File: config.mk
export PLATFORM = sky130hd
export DESIGN_NAME = imem_window_dec
export DESIGN_NICKNAME = d
export VERILOG_FILES = /design/src/rtl/imw_pkg.sv /design/src/rtl/imw_cfg_regs.sv /design/src/rtl/imw_match.sv /design/src/rtl/imw_ad_mux.sv /design/src/rtl/imem_window_dec.sv
export SDC_FILE = /design/constraint.sdc
export NUM_CORES = 1
export LEC_CHECK = 0
export ABC_AREA = 1
export ABC_CLOCK_PERIOD_IN_PS = 3260
export BUFFER_PORTS_ARGS = -buffer_cell sky130_fd_sc_hd__clkbuf_2
export CAP_MARGIN = 10
export CORE_ASPECT_RATIO = 1.2
export CORE_MARGIN = 2
export CORE_UTILIZATION = 42
export DETAILED_ROUTE_END_ITERATION = 10
export GPL_ROUTABILITY_DRIVEN = 0
export MAX_ROUTING_LAYER = met4
export PLACE_DENSITY = 0.87
export SYNTH_ARGS = -nofsm -noshare
export SYNTH_HDL_FRONTEND = slang
export SYNTH_SLANG_ARGS = --single-unit
File: constraint.sdc
create_clock -name clk -period 3.26 [get_ports clk]
set_clock_uncertainty 0.1 [all_clocks]
set_input_delay 0.163 -clock clk [delete_from_list [all_inputs] [get_ports clk]]
set_output_delay 0.163 -clock clk [all_outputs]
set_load 0.01 [all_outputs]
File: src/rtl/imw_pkg.sv
package imw_pkg;

    typedef enum logic [1:0] {
        PH_T1 = 2'd0,
        PH_T2 = 2'd1,
        PH_T3 = 2'd2,
        PH_T4 = 2'd3
    } bus_phase_e;

    typedef struct packed {
        logic acc;
        logic sel;
        logic rd_int;
        logic xfer;
        logic ovl;
        logic bad;
    } dec_t;

endpackage

File: src/rtl/imw_cfg_regs.sv
module imw_cfg_regs #(
    parameter int BASE_W = 5
) (
    input  logic              clk,
    input  logic              rst_n,
    input  logic              strap_ramoff_n,
    input  logic              strap_show_n,
    input  logic              cfg_we,
    input  logic [BASE_W+1:0] cfg_wdata,
    output logic [BASE_W+1:0] cfg_rdata,
    output logic [BASE_W-1:0] base,
    output logic              win_en,
    output logic              show_act,
    output logic              ram_off
);
    localparam int EN_BIT   = BASE_W;
    localparam int SHOW_BIT = BASE_W + 1;

    typedef struct packed {
        logic [BASE_W-1:0] base;
        logic              en;
        logic              show_bit;
        logic              off_strap;
        logic              show_strap;
    } cfg_st_t;

    cfg_st_t st_d, st_q;

    always_comb begin
        st_d = st_q;
        if (!rst_n) begin
            st_d            = '0;
            st_d.off_strap  = ~strap_ramoff_n;
            st_d.show_strap = ~strap_show_n;
        end else if (cfg_we) begin
            st_d.base     = cfg_wdata[BASE_W-1:0];
            st_d.en       = cfg_wdata[EN_BIT];
            st_d.show_bit = cfg_wdata[SHOW_BIT];
        end
    end

    always_ff @(posedge clk) begin
        st_q <= st_d;
    end

    assign cfg_rdata = {st_q.show_bit, st_q.en, st_q.base};
    assign base      = st_q.base;
    assign win_en    = st_q.en;
    assign show_act  = st_q.show_strap | st_q.show_bit;
    assign ram_off   = st_q.off_strap;

endmodule

File: src/rtl/imw_match.sv
module imw_match
    import imw_pkg::*;
#(
    parameter int BASE_W = 5,
    parameter int BE_W   = 2,
    parameter int N_EXT  = 6
) (
    input  logic [BASE_W-1:0] addr_hi,
    input  logic              bus_rd,
    input  logic              bus_wr,
    input  logic [BE_W-1:0]   bus_be,
    input  logic [BASE_W-1:0] base,
    input  logic              win_en,
    input  logic              ram_off,
    input  logic [N_EXT-1:0]  ext_cs,
    input  logic [N_EXT-1:0]  ext_zws,
    output dec_t              dec
);
    logic [BASE_W-1:0] bit_eq;
    logic [N_EXT-1:0]  cs_bad;
    logic              hit;

    for (genvar i = 0; i < BASE_W; i++) begin : g_cmp
        assign bit_eq[i] = ~(addr_hi[i] ^ base[i]);
    end

    for (genvar j = 0; j < N_EXT; j++) begin : g_cs
        assign cs_bad[j] = ext_cs[j] & ~ext_zws[j];
    end

    always_comb begin
        hit        = win_en & (&bit_eq);
        dec.acc    = (bus_rd | bus_wr) & (|bus_be);
        dec.sel    = dec.acc & hit & ~ram_off;
        dec.rd_int = dec.sel & bus_rd;
        dec.xfer   = dec.acc & (bus_wr | ~dec.sel);
        dec.ovl    = dec.sel & (|ext_cs);
        dec.bad    = dec.sel & (|cs_bad);
    end

endmodule

File: src/rtl/imw_ad_mux.sv
module imw_ad_mux
    import imw_pkg::*;
#(
    parameter int DATA_W = 16
) (
    input  logic [1:0]        bus_phase,
    input  logic              acc,
    input  logic              show_rd,
    input  logic [DATA_W-1:0] addr_lo,
    input  logic [DATA_W-1:0] ram_rdata,
    output logic              ad_oe,
    output logic [DATA_W-1:0] ad_out
);
    bus_phase_e ph;

    always_comb begin
        ph     = bus_phase_e'(bus_phase);
        ad_oe  = 1'b0;
        ad_out = '0;
        unique case (ph)
            PH_T1: begin
                ad_oe  = acc;
                ad_out = acc ? addr_lo : '0;
            end
            PH_T2: begin
                ad_oe  = show_rd;
                ad_out = show_rd ? addr_lo : '0;
            end
            PH_T3, PH_T4: begin
                ad_oe  = show_rd;
                ad_out = show_rd ? ram_rdata : '0;
            end
            default: begin
                ad_oe  = 1'b0;
                ad_out = '0;
            end
        endcase
    end

endmodule

File: src/rtl/imem_window_dec.sv
module imem_window_dec
    import imw_pkg::*;
#(
    parameter int ADDR_W = 20,
    parameter int WIN_W  = 15,
    parameter int DATA_W = 16,
    parameter int N_EXT  = 6
) (
    input  logic                      clk,
    input  logic                      rst_n,
    input  logic                      strap_ramoff_n,
    input  logic                      strap_show_n,
    input  logic                      cfg_we,
    input  logic [ADDR_W-WIN_W+1:0]   cfg_wdata,
    output logic [ADDR_W-WIN_W+1:0]   cfg_rdata,
    input  logic [ADDR_W-1:0]         bus_addr,
    input  logic                      bus_rd,
    input  logic                      bus_wr,
    input  logic [DATA_W/8-1:0]       bus_be,
    input  logic [1:0]                bus_phase,
    input  logic [N_EXT-1:0]          ext_cs,
    input  logic [N_EXT-1:0]          ext_zws,
    input  logic [DATA_W-1:0]         ram_rdata,
    output logic                      int_sel,
    output logic                      rdata_from_int,
    output logic                      ext_xfer_en,
    output logic                      ad_oe,
    output logic [DATA_W-1:0]         ad_out,
    output logic                      overlap,
    output logic                      overlap_bad
);
    localparam int BASE_W = ADDR_W - WIN_W;
    localparam int BE_W   = DATA_W / 8;

    logic [BASE_W-1:0] base;
    logic              win_en;
    logic              show_act;
    logic              ram_off;
    dec_t              dec;

    imw_cfg_regs #(.BASE_W(BASE_W)) u_cfg (
        .clk            (clk),
        .rst_n          (rst_n),
        .strap_ramoff_n (strap_ramoff_n),
        .strap_show_n   (strap_show_n),
        .cfg_we         (cfg_we),
        .cfg_wdata      (cfg_wdata),
        .cfg_rdata      (cfg_rdata),
        .base           (base),
        .win_en         (win_en),
        .show_act       (show_act),
        .ram_off        (ram_off)
    );

    imw_match #(.BASE_W(BASE_W), .BE_W(BE_W), .N_EXT(N_EXT)) u_match (
        .addr_hi (bus_addr[ADDR_W-1:WIN_W]),
        .bus_rd  (bus_rd),
        .bus_wr  (bus_wr),
        .bus_be  (bus_be),
        .base    (base),
        .win_en  (win_en),
        .ram_off (ram_off),
        .ext_cs  (ext_cs),
        .ext_zws (ext_zws),
        .dec     (dec)
    );

    imw_ad_mux #(.DATA_W(DATA_W)) u_ad (
        .bus_phase (bus_phase),
        .acc       (dec.acc),
        .show_rd   (dec.rd_int & show_act),
        .addr_lo   (bus_addr[DATA_W-1:0]),
        .ram_rdata (ram_rdata),
        .ad_oe     (ad_oe),
        .ad_out    (ad_out)
    );

    assign int_sel        = dec.sel;
    assign rdata_from_int = dec.rd_int;
    assign ext_xfer_en    = dec.xfer;
    assign overlap        = dec.ovl;
    assign overlap_bad    = dec.bad;

endmodule

Yosys cells after proc, flatten, opt, wreduce, memory -nomap -nowiden

Cells that the tools add are included.

Shift-type cells: 0
Reduce and logical (&&, ||, !) cells: 7
Muxes and demuxes: 5
$mul: 0
Add/subtract/negate cells: 0
Order comparisons: 0
Divide/modulo/power cells: 0
Equal/unequal tests: 3
Bitwise logic cells: 38

Operator list:

| cell                                                                   | number |
|---|---|
| 16-bit 2-to-1 mux                                                      | 3 |
| 16-bit case mux with 3 select lines                                    | 1 |
| 1-bit AND                                                              | 15 |
| 1-bit inverter                                                         | 15 |
| 6-bit OR reduction                                                     | 2 |
| 5-bit AND reduction                                                    | 1 |
| 1-bit bitwise XOR                                                      | 5 |
| 2-bit equality test (second input constant)                            | 2 |
| 2-bit OR reduction                                                     | 2 |
| 1-bit bitwise OR                                                       | 3 |
| 3-bit OR reduction                                                     | 1 |
| 2-bit by 1-bit equality test with 1-bit output (second input constant) | 1 |
| 2-bit zero test                                                        | 1 |
| 1-bit case mux with 2 select lines                                     | 1 |

Memories kept: 0
Latch bits: 0
Word-level logic and storage cells: 58
Memory bits (read-only): 0
RAM bits: 0
Bits in registers: 9
Output and inout bits: 29

Logic depth before layout (Yosys ltp)

Depth in word-level cells: 10
Depth in mapped cells: 10
Mapped depth without buffers: 9

Cells and area by module

From an unflattened synthesis, not the netlist that was laid out.

Cells, all modules: 260
Area, all modules: 1,335.0 um^2

By module, submodules not included:

| module          | area an instance (um^2) | times used | cells each |
|---|---|---|---|
| imw_ad_mux      | 616.8                   | 1          | 144 |
| imw_cfg_regs    | 454.2                   | 1          | 62 |
| imw_match       | 256.5                   | 1          | 52 |
| imem_window_dec | 7.5                     | 1          | 2 |

Least setup slack after synthesis

Ideal clock, no wire load.

Path kind: reg2out
Start: register u_cfg.st_q[0] (netlist bit)
End: output ad_out[10]
Arrival time: 1.104 ns
Stages on the path, launching flop included: 6
Required time: 2.997 ns
Setup slack: 1.893 ns
Path through: edfxtp_1 or2_2 clkbuf_1 buf_2 nand4_1 nand2_1

Longest elaborated chain between the ends: 4

Ends and longest elaborated chain:

| element                                     | line                               | RTL |
|---|---|---|
| from (decl)                                 | imw_cfg_regs.sv:27                 | `cfg_st_t st_d, st_q;` |
| from (signal assigned)                      | imw_cfg_regs.sv:43                 | `st_q <= st_d;` |
| 1-bit bitwise OR *                          | imw_cfg_regs.sv:49                 | `assign show_act = st_q.show_strap \| st_q.show_bit;` |
| 1-bit AND *                                 | imem_window_dec.sv:71              | `.show_rd (dec.rd_int & show_act),` |
| 16-bit 2-to-1 mux, on equally long branches | imw_ad_mux.sv:31, imw_ad_mux.sv:27 |  |
| 16-bit case mux with 3 select lines *       | imw_ad_mux.sv:20                   | `unique case (ph)` |
| to (decl)                                   | imem_window_dec.sv:28              | `output logic [DATA_W-1:0] ad_out,` |

Mark *: on every way between the ends. The rest lies on a longest branch, timed or not.

Worst setup path in the final report

Start: register u_cfg.st_q, in the netlist u_cfg.win_en
End: output ad_out[12]

Longest elaborated chain between the ends: 7

Ends and longest elaborated chain:

| element                                     | line                               | RTL |
|---|---|---|
| 1-bit AND *                                 | imw_match.sv:32                    | `hit = win_en & (&bit_eq);` |
| 1-bit AND * (2 in series)                   | imw_match.sv:34                    | `dec.sel = dec.acc & hit & ~ram_off;` |
| 1-bit AND *                                 | imw_match.sv:35                    | `dec.rd_int = dec.sel & bus_rd;` |
| 1-bit AND *                                 | imem_window_dec.sv:71              |  |
| 16-bit 2-to-1 mux, on equally long branches | imw_ad_mux.sv:31, imw_ad_mux.sv:27 |  |
| 16-bit case mux with 3 select lines *       | imw_ad_mux.sv:20                   |  |

Marks and branches as above.

==> results.py <==
metrics = {
    "outcome": {
        "status": "completed",
    },
    "critical_path": {
        "worstSetupStartpointType": "register",
        "crit_path_cell_trace": "inv_1 > nor2_1 > nand2_1 > nor2_1 > nand2_1 > nor2_4 > nand4_1 > nand2_1 > clkbuf_2",
        "cp-end-kind": "output pin",
        "crit_top_cell": "nand2_1",
        "crit_fanout": 20,
        "worstPathRequired_ns": 3.00,
        "criticalPathCategory": "reg -> out",
        "crit_path_max_incr_delay_ns": 0.37,
        "cp.arrival_ns": 1.77,
        "crit_path_top_delay_cell": "nor2_4",
    },
    "clocking": {
        "path_clk_slew_ns": 0.06,
        "numClockSinks": 9,
        "postCtsHoldBufs": 0,
        "cts_tree": "yes",
        "postCtsSetupBuffers": 0,
        "cts-root-buf": "clkbuf_4",
        "cts.path.max_buffers": 2,
        "htree_num_levels": 1,
        "post_cts_resized": 0,
        "clk_latency_ns": 0.25,
        "numCtsBuffers": 3,
    },
    "timing": {
        "drv_slew": 0,
        "setup_viol": 0,
        "tightest_slew_ns": 0.461,
        "finalCriticalPeriod_ns": 2.03,
        "finalWorstSetupSlack_ns": 1.23,
        "timing.fmax_mhz": 492,
        "min_period_over_period": 0.623,
        "rsz0062_at_grt": "no",
        "finalSetupTns_ns": 0,
        "relSlewSlack": 0.692,
        "hold_viol": 0,
    },
    "logic_synthesis": {
        "yosysWarnings": 0,
        "synth_cells": 207,
        "ys_seq_area_frac": 0.177,
        "synth_top_area_frac": 0.281,
        "ys_types": 23,
        "synthTopCellsByArea": "nand2_1, dfxtp_1, nand4_1, inv_1, nand3_1",
        "synth_nets": 273,
        "synth_top_area_cell": "nand2_1",
        "synth_area_per_cell_um2": 5.48,
        "synth-seq-cells": 9,
        "synth_area_um2": 1130,
    },
    "layout": {
        "areaGrowthSynthToFinish_pct": 35.9,
        "n_antenna_cell": 0,
        "fin_util": 0.603,
        "final_net_count": 352,
        "drive_above_1_share": 0.365,
    },
    "grt": {
        "met2_usage": 0.399,
        "grt_pass1_wl_um": 5280,
        "grt_max_degree": 21,
        "grt_use_total": 0.220,
        "top_usage_layer": "met2",
        "grt_antenna_before_repair": 0,
        "gr-usage-met3": 0.0419,
        "grt_pass1_vias": 1335,
        "globalRoute.totalOverflow": 0,
        "grtUsageMet1": 0.241,
    },
    "placement": {
        "numPortBuffers": 94,
        "dpl.hpwl_um": 2570,
        "dpl_worst_slack_ns": 1.43,
    },
    "floorplan": {
        "die_height_um": 60.9,
        "die_w_um": 51.4,
        "dieArea_um2": 3130,
        "coreArea_um2": 2550,
        "start_util": 0.444,
        "io_pins": 95,
        "rows": 20,
    },
    "detailed_routing": {
        "routed-via-count": 1525,
        "drc": 0,
        "wl_per_cell_um": 10.3,
        "drt_iter0_drc": 34,
        "drt-pass1-iter-count": 4,
        "via_per_inst": 4.80,
        "ant_nets": 0,
        "wirelength_um": 3280,
    },
    "power_and_ir_drop": {
        "power_density_nw_per_um2": 227,
        "power.leakage_nw": 0.989,
        "peakVddDrop_uv": 210,
        "p_total_uw": 350,
    },
    "worst_hold_path": {
        "min_path_type": "in -> reg",
    },
    "flow_run": {
        "maxCapViolCount": 0,
    },
}
[Yosys cell counts (all sizes together)]
| master | instances |
|---|---|
| nor4 | 1 |
| nand4 | 17 |
| o22ai | 1 |
| a21oi | 6 |
| a21boi | 1 |
| dfxtp | 7 |
| nor3b | 1 |
| buf | 16 |
| nor3 | 2 |
| edfxtp | 2 |
| or2 | 1 |
| o21ai | 9 |
| clkbuf | 4 |
| inv | 25 |
| nand2 | 85 |
| nor2 | 12 |
| nand3 | 17 |
[power by group]
part           internal [mW]  switching, mW
sequential             0.122        0.00462
clock                 0.0470         0.0361
combinational         0.0597         0.0805
total                  0.229          0.121
[path summary, 6_finish.rpt]
check	start	endpoint	slack, ns	cells after the start
setup / recovery	u_cfg.win_en$_SDFFE_PN0P_	ad_out[12]	1.23	9
hold / removal	strap_ramoff_n	u_cfg.ram_off$_DFFE_PN_	0.02	2
setup reg to reg	u_cfg.cfg_rdata[6]$_SDFFE_PN0P_	u_cfg.cfg_rdata[6]$_SDFFE_PN0P_	2.52	2
hold reg to reg	u_cfg.base[2]$_SDFFE_PN0P_	u_cfg.base[2]$_SDFFE_PN0P_	0.40	2
[critical path, delay by kind of cell, from the launching register on]
| family | cells | cell delay (ns) |
|---|---|---|
| and+or+nand+nor | 7 | 0.97 |
| DFF | 1 | 0.34 |
| buffers and inverters | 2 | 0.19 |
[routing by layer]
| metal | vias to the layer above | wire length (µm) |
|---|---|---|
| li1 | 809 | - |
| met1 | 649 | 1330 |
| met2 | 62 | 1660 |
| met3 | 5 | 274 |
| met4 | 0 | 24 |
| met5 | - | 0 |
[logic make-up (layout without fill, tap and decap cells)]
group                  count (synthesis)  after routing  share of synthesized area
DFF                                    9              9                      0.177
AOI/OAI and AO/OA                     17             17                     0.0817
buffers and inverters                 45            123                      0.199
and+or+nand+nor                      136            136                      0.543
[stage by stage]
step / hold slack, ns / instances / instance area [µm²]
3_5_place_dp: 0.283 / 314 / 1510
6_report: 0.0166 / 318 / 1540
3_3_place_gp: 0.283 / 314 / 1510
5_1_grt: 0.0253 / 318 / 1540
4_1_cts: 0.0152 / 318 / 1540
2_1_floorplan: 0.194 / 207 / 1130
[layout make-up]
type / instances / area, µm²
multi-input cells: 153 / 708
inverters: 25 / 93.8
fillers: 275 / 1010
flip-flops and latches: 9 / 200
well taps: 33 / 41.3
repair buffers: 94 / 470
clock buffers: 4 / 26.3
[registers in the layout, indices dropped and copies added, names as in the netlist]
register,cells
u_cfg.base,5
u_cfg.ram_off,1
u_cfg.cfg_rdata,1
u_cfg.st_q,1
u_cfg.win_en,1
[cells in the final DEF (no fill, tap or decap), types with 3 or more instances in the layout]
cell type / Yosys / routed
clkbuf_2: 0 / 94
nand2_1: 85 / 85
inv_1: 24 / 24
nand4_1: 17 / 17
nand3_1: 16 / 16
nor2_1: 9 / 9
o21ai_0: 9 / 9
dfxtp_1: 7 / 7
a21oi_1: 6 / 6
clkbuf_4: 0 / 3
Power figures use the tool's default switching activity.
